<file path="src/rtl/period_capture_meter.sv">
module period_capture_meter #(
  parameter int CNT_W = 16,
  parameter int DIV_W = 8
) (
  input  logic             clk,
  input  logic             rst_n,
  input  logic             enable,
  input  logic             falling_sel,
  input  logic [DIV_W-1:0] tick_div,
  input  logic             sig_in,
  output logic [CNT_W-1:0] period,
  output logic             period_valid
);

  logic [DIV_W-1:0] pre_cnt;
  logic             tick;
  logic [CNT_W-1:0] timebase;
  logic [CNT_W-1:0] last_cap;
  logic [2:0]       sync_q;
  logic             armed;
  logic             hit;

  assign tick = (pre_cnt >= tick_div);

  always_ff @(posedge clk or negedge rst_n) begin
    if (!rst_n)    pre_cnt <= '0;
    else if (tick) pre_cnt <= '0;
    else           pre_cnt <= pre_cnt + 1'b1;
  end

  always_ff @(posedge clk or negedge rst_n) begin
    if (!rst_n)    timebase <= '0;
    else if (tick) timebase <= timebase + 1'b1;
  end

  always_ff @(posedge clk or negedge rst_n) begin
    if (!rst_n) sync_q <= '0;
    else        sync_q <= {sync_q[1:0], sig_in};
  end

  assign hit = falling_sel ? (sync_q[2] & ~sync_q[1]) : (~sync_q[2] & sync_q[1]);

  always_ff @(posedge clk or negedge rst_n) begin
    if (!rst_n) begin
      armed        <= 1'b0;
      last_cap     <= '0;
      period       <= '0;
      period_valid <= 1'b0;
    end else begin
      period_valid <= 1'b0;
      if (!enable) begin
        armed <= 1'b0;
      end else if (hit) begin
        last_cap <= timebase;
        armed    <= 1'b1;
        if (armed) begin
          period       <= timebase - last_cap;
          period_valid <= 1'b1;
        end
      end
    end
  end

  assert_tick_step_R4: assert property (@(posedge clk) disable iff (!rst_n)
    (timebase == $past(timebase)) || (timebase == $past(timebase) + 1'b1));

  assert_primed_first_R5: assert property (@(posedge clk) disable iff (!rst_n)
    period_valid |-> $past(armed));

  assert_idle_when_off_R6: assert property (@(posedge clk) disable iff (!rst_n)
    !$past(enable) |-> !period_valid);

  assert_valid_single_R8: assert property (@(posedge clk) disable iff (!rst_n)
    period_valid |=> !period_valid);

  assert_period_hold_R8: assert property (@(posedge clk) disable iff (!rst_n)
    !period_valid |-> $stable(period));

endmodule

</file>
<file path="config.mk">
export PLATFORM = sky130hd
export DESIGN_NAME = period_capture_meter
export DESIGN_NICKNAME = d
export VERILOG_FILES = /design/src/rtl/period_capture_meter.sv
export SDC_FILE = /design/constraint.sdc
export NUM_CORES = 1
export LEC_CHECK = 0
export ABC_AREA = 0
export BUFFER_PORTS_ARGS = -buffer_cell sky130_fd_sc_hd__buf_4
export CAP_MARGIN = 10
export CORE_MARGIN = 2
export CORE_UTILIZATION = 30
export CTS_CLUSTER_SIZE = 28
export DETAILED_ROUTE_END_ITERATION = 16
export GPL_ROUTABILITY_DRIVEN = 1
export GPL_TIMING_DRIVEN = 0
export MAX_ROUTING_LAYER = met4
export SETUP_SLACK_MARGIN = 0.02
export SLEW_MARGIN = 20
export SYNTH_ARGS = -nofsm -noshare
export SYNTH_HDL_FRONTEND = slang
export SYNTH_SLANG_ARGS = --single-unit
</file>
<file path="constraint.sdc">
create_clock -name clk -period 5.9 [get_ports clk]
set_input_delay 0 -clock clk [delete_from_list [all_inputs] [get_ports clk]]
set_output_delay 0 -clock clk [all_outputs]
set_load 0.005 [all_outputs]
</file>
==> impl_metrics.py <==
metrics = {
    "sta": {
        "drv_slew": 0,
        "final.period_utilization_pct": 40.2,
        "slew_headroom_pct": 48.9,
        "rsz0062_at_grt": "no",
        "worst_pin_slew_ns": 0.766,
        "finClkSkew_ns": 0.00889,
        "hold_viol_final": 0,
        "fmax_mhz": 422,
        "finalCriticalPeriod_ns": 2.37,
        "finalSetupTns_ns": 0,
        "setup_viol_count_final": 0,
    },
    "critical_path": {
        "critPathSlowestCell": "or4_1",
        "worstSetupPathType": "register to register",
        "cp.required_ns": 6.18,
        "cp_max_fo": 5,
        "arrival_ns": 2.65,
        "end_kind": "register",
        "start_kind": "register",
        "slowest_delay_ns": 0.48,
        "cp_cell_sequence": "inv_1 > ha_1 > fa_1 > nor2b_4 > o31a_1 > o31a_4 > a21oi_2 > or4_1 > nand3_1",
    },
    "clock_tree": {
        "clock_tree.root_cell": "clkbuf_8",
        "clock-sinks": 61,
        "max-clock-path-buffers": 2,
        "htreeDepth": 3,
        "post_cts_buffers": 0,
        "numCtsBuffers": 9,
        "cts_tree": "built",
        "clkSlewWorstSetupHoldPaths_ns": 0.07,
        "worstSkewPairLatency_ns": 0.34,
    },
    "logic_synthesis": {
        "synth_nets": 369,
        "synth_area_leaders": "dfrtp_1, ha_1, xnor2_1",
        "synthDistinctLibCells": 44,
        "yosys-top-cells-count": "dfrtp_1, inv_1, nand2_1, ha_1, xnor2_1",
        "synthCells": 330,
        "synth_edf_count": 0,
        "synth_most_common_cell": "dfrtp_1",
        "async_flop_share_pct": 100,
        "synth.avg_cell_area_um2": 10.2,
        "synth_warnings": 0,
        "ys_seq_elements": 61,
        "synth_top_cell_area_share_pct": 45.4,
        "seq_area_frac_synth_pct": 45.4,
        "synth_area_um2": 3360,
        "yosysTopAreaCell": "dfrtp_1",
        "synth-main-ff-cell": "dfrtp_1",
    },
    "final_layout": {
        "area_growth_pct": 18.3,
        "antennaDiodeCount": 0,
        "regArea_um2": 1530,
        "multiInputGateArea_um2": 1680,
        "nFillCells": 1069,
        "drive_gt1_share_pct": 18.0,
        "fin_nets": 412,
    },
    "routing": {
        "wirelength_um": 6510,
        "ant_nets": 0,
        "num_vias": 2461,
        "drc": 0,
        "drt_iter0_drc": 113,
        "via_per_inst": 4.75,
        "wl_per_cell_um": 12.6,
        "first_pass_iters": 4,
    },
    "run_status": {
        "outcome": "completed",
    },
    "pwr": {
        "share_comb_of_total_power_pct": 42.5,
        "p_seq_share_pct": 35.7,
        "switching_share_pct": 35.1,
        "power_frac_clock_pct": 21.8,
        "p_leak_nw": 1.92,
        "p_per_area_nw_per_um2": 422,
        "ir_drop_mv": 0.187,
        "power_switching_mw": 0.590,
        "power.internal_mw": 1.09,
        "power_mw": 1.68,
    },
    "global_route": {
        "overflow": 0,
        "grt_pass1_wl_um": 11200,
        "grt_max_degree": 62,
        "grt_pass1_vias": 2403,
        "grt_usage_pct": 12.4,
        "antenna_found_initial": 0,
    },
    "job": {
        "drv_cap": 0,
    },
    "floorplan": {
        "die_h_um": 110,
        "dieArea_um2": 12100,
        "coreArea_um2": 10900,
        "die-width_um": 110,
        "ios": 30,
        "num_rows": 38,
        "initial_core_util_pct": 30.9,
    },
    "place": {
        "port_buffers": 29,
        "routabilityCongestion": 0.741,
        "hpwl_um": 4850,
    },
    "min_path": {
        "holdCritPathClass": "primary input to async pin",
    },
}
-- sequential cells by signal, summed over array words and instances, names as in the netlist --
name          cells
last_cap         16
period           16
timebase         16
pre_cnt           8
sync_q            3
armed             1
period_valid      1
-- power groups by stage --
stage                     sequential, mW  clock [mW]  combinational (mW)
final                              0.600       0.366               0.713
after global routing               0.619       0.400               0.806
after CTS                          0.603       0.380               0.722
after detailed placement           0.610           0               0.717
after global placement             0.605           0               0.704
after floorplan                    0.596           0               0.520
-- logic make-up (layout without fill, tap and decap cells) --
kind of cell    count (synthesis)  count (layout)  synth area share, %
fa+ha+maj                      26              26                 9.91
simple gates                   91              91                 13.6
mux                            13              13                 4.36
xor+xnor                       31              31                 8.08
compound gates                 69              69                 14.0
flops                          61              61                 45.4
buf+inv                        39              87                 4.54
-- worst max-delay path, delay by kind of cell (launching register included) --
kind	cells	cell delay [ns]
simple gates	3	0.72
fa+ha+maj	2	0.70
compound gates	3	0.46
flops	1	0.35
buf+inv	1	0.09
-- path summary, 6_finish.rpt --
check	startpoint	endpoint	slack (ns)	depth (start not counted)
setup / recovery	timebase[0]	period[12]	3.53	9
max in group asynchronous	rst_n	armed	5.12	2
hold reg to reg	sync_q[0]	sync_q[1]	0.35	0
min in group clk	falling_sel	period_valid	0.30	4
hold / removal	rst_n	pre_cnt[2]	0.29	2
setup reg to reg	timebase[0]	period[12]	3.53	9
-- routing by layer --
metal	routed length [um]	track usage (%)	vias to the layer above	part of all wire (%)
met2	3120	20.3	43	48
met1	3030	14.6	1166	46
met4	67	4.61	0	1.0
met5	0	-	-	0
li1	-	-	1245	-
met3	300	3.50	7	4.6
-- cell type report --
cell class,count,area share [%]
multi-input combinational,230,42.3
clock inverter,4,1.20
sequential,61,38.4
timing repair buffer,32,6.23
buffer,11,1.20
clock buffer,12,3.65
tap,140,4.41
inverter,28,2.64
-- cells in the final DEF (no fill, tap or decap), types with 2 or more instances in the layout --
| master | netlist | final |
|---|---|---|
| dfrtp_1 | 61 | 61 |
| buf_4 | 0 | 29 |
| inv_1 | 28 | 28 |
| nand2_1 | 27 | 27 |
| ha_1 | 25 | 25 |
| xnor2_1 | 20 | 20 |
| nand3_1 | 18 | 18 |
| o21ai_1 | 15 | 15 |
| nor2_1 | 15 | 15 |
| mux2_2 | 13 | 13 |
| xor2_1 | 11 | 11 |
| clkbuf_8 | 0 | 10 |
| a21oi_1 | 9 | 9 |
| clkbuf_1 | 6 | 8 |
| o21ai_0 | 8 | 8 |
| a21o_1 | 7 | 7 |
| nand4_1 | 7 | 7 |
| and3_1 | 6 | 6 |
| a31oi_1 | 5 | 5 |
| buf_2 | 5 | 5 |
| o21a_1 | 5 | 5 |
| or4_1 | 4 | 4 |
| nor3_1 | 4 | 4 |
| nand2b_1 | 3 | 3 |
| o31a_1 | 3 | 3 |
| dlygate4sd3_1 | 0 | 3 |
| and2_1 | 2 | 2 |
| a211oi_1 | 2 | 2 |
| o2111ai_1 | 2 | 2 |
| o31ai_1 | 2 | 2 |
| clkinv_2 | 0 | 2 |
-- per-stage QoR --
step | util (%) | setup WS, ns | hold slack (ns) | instances | cell area, um^2
final | 36.5 | 3.53 | 0.288 | 518 | 3980
after global routing | 36.5 | 3.40 | 0.301 | 518 | 3980
after CTS | 36.5 | 3.52 | 0.284 | 518 | 3980
after detailed placement | 34.5 | 3.53 | 0.111 | 499 | 3750
after global placement | 34.5 | 3.57 | 0.111 | 499 | 3750
after floorplan | - | 3.74 | -0.296 | 330 | 3360
-- what timing repair did --
action                                 CTS  global route
resized for setup                        0             0
hold buffers                             3             0
endpoints found under the hold margin   63             0
Power figures use the tool's default switching activity.
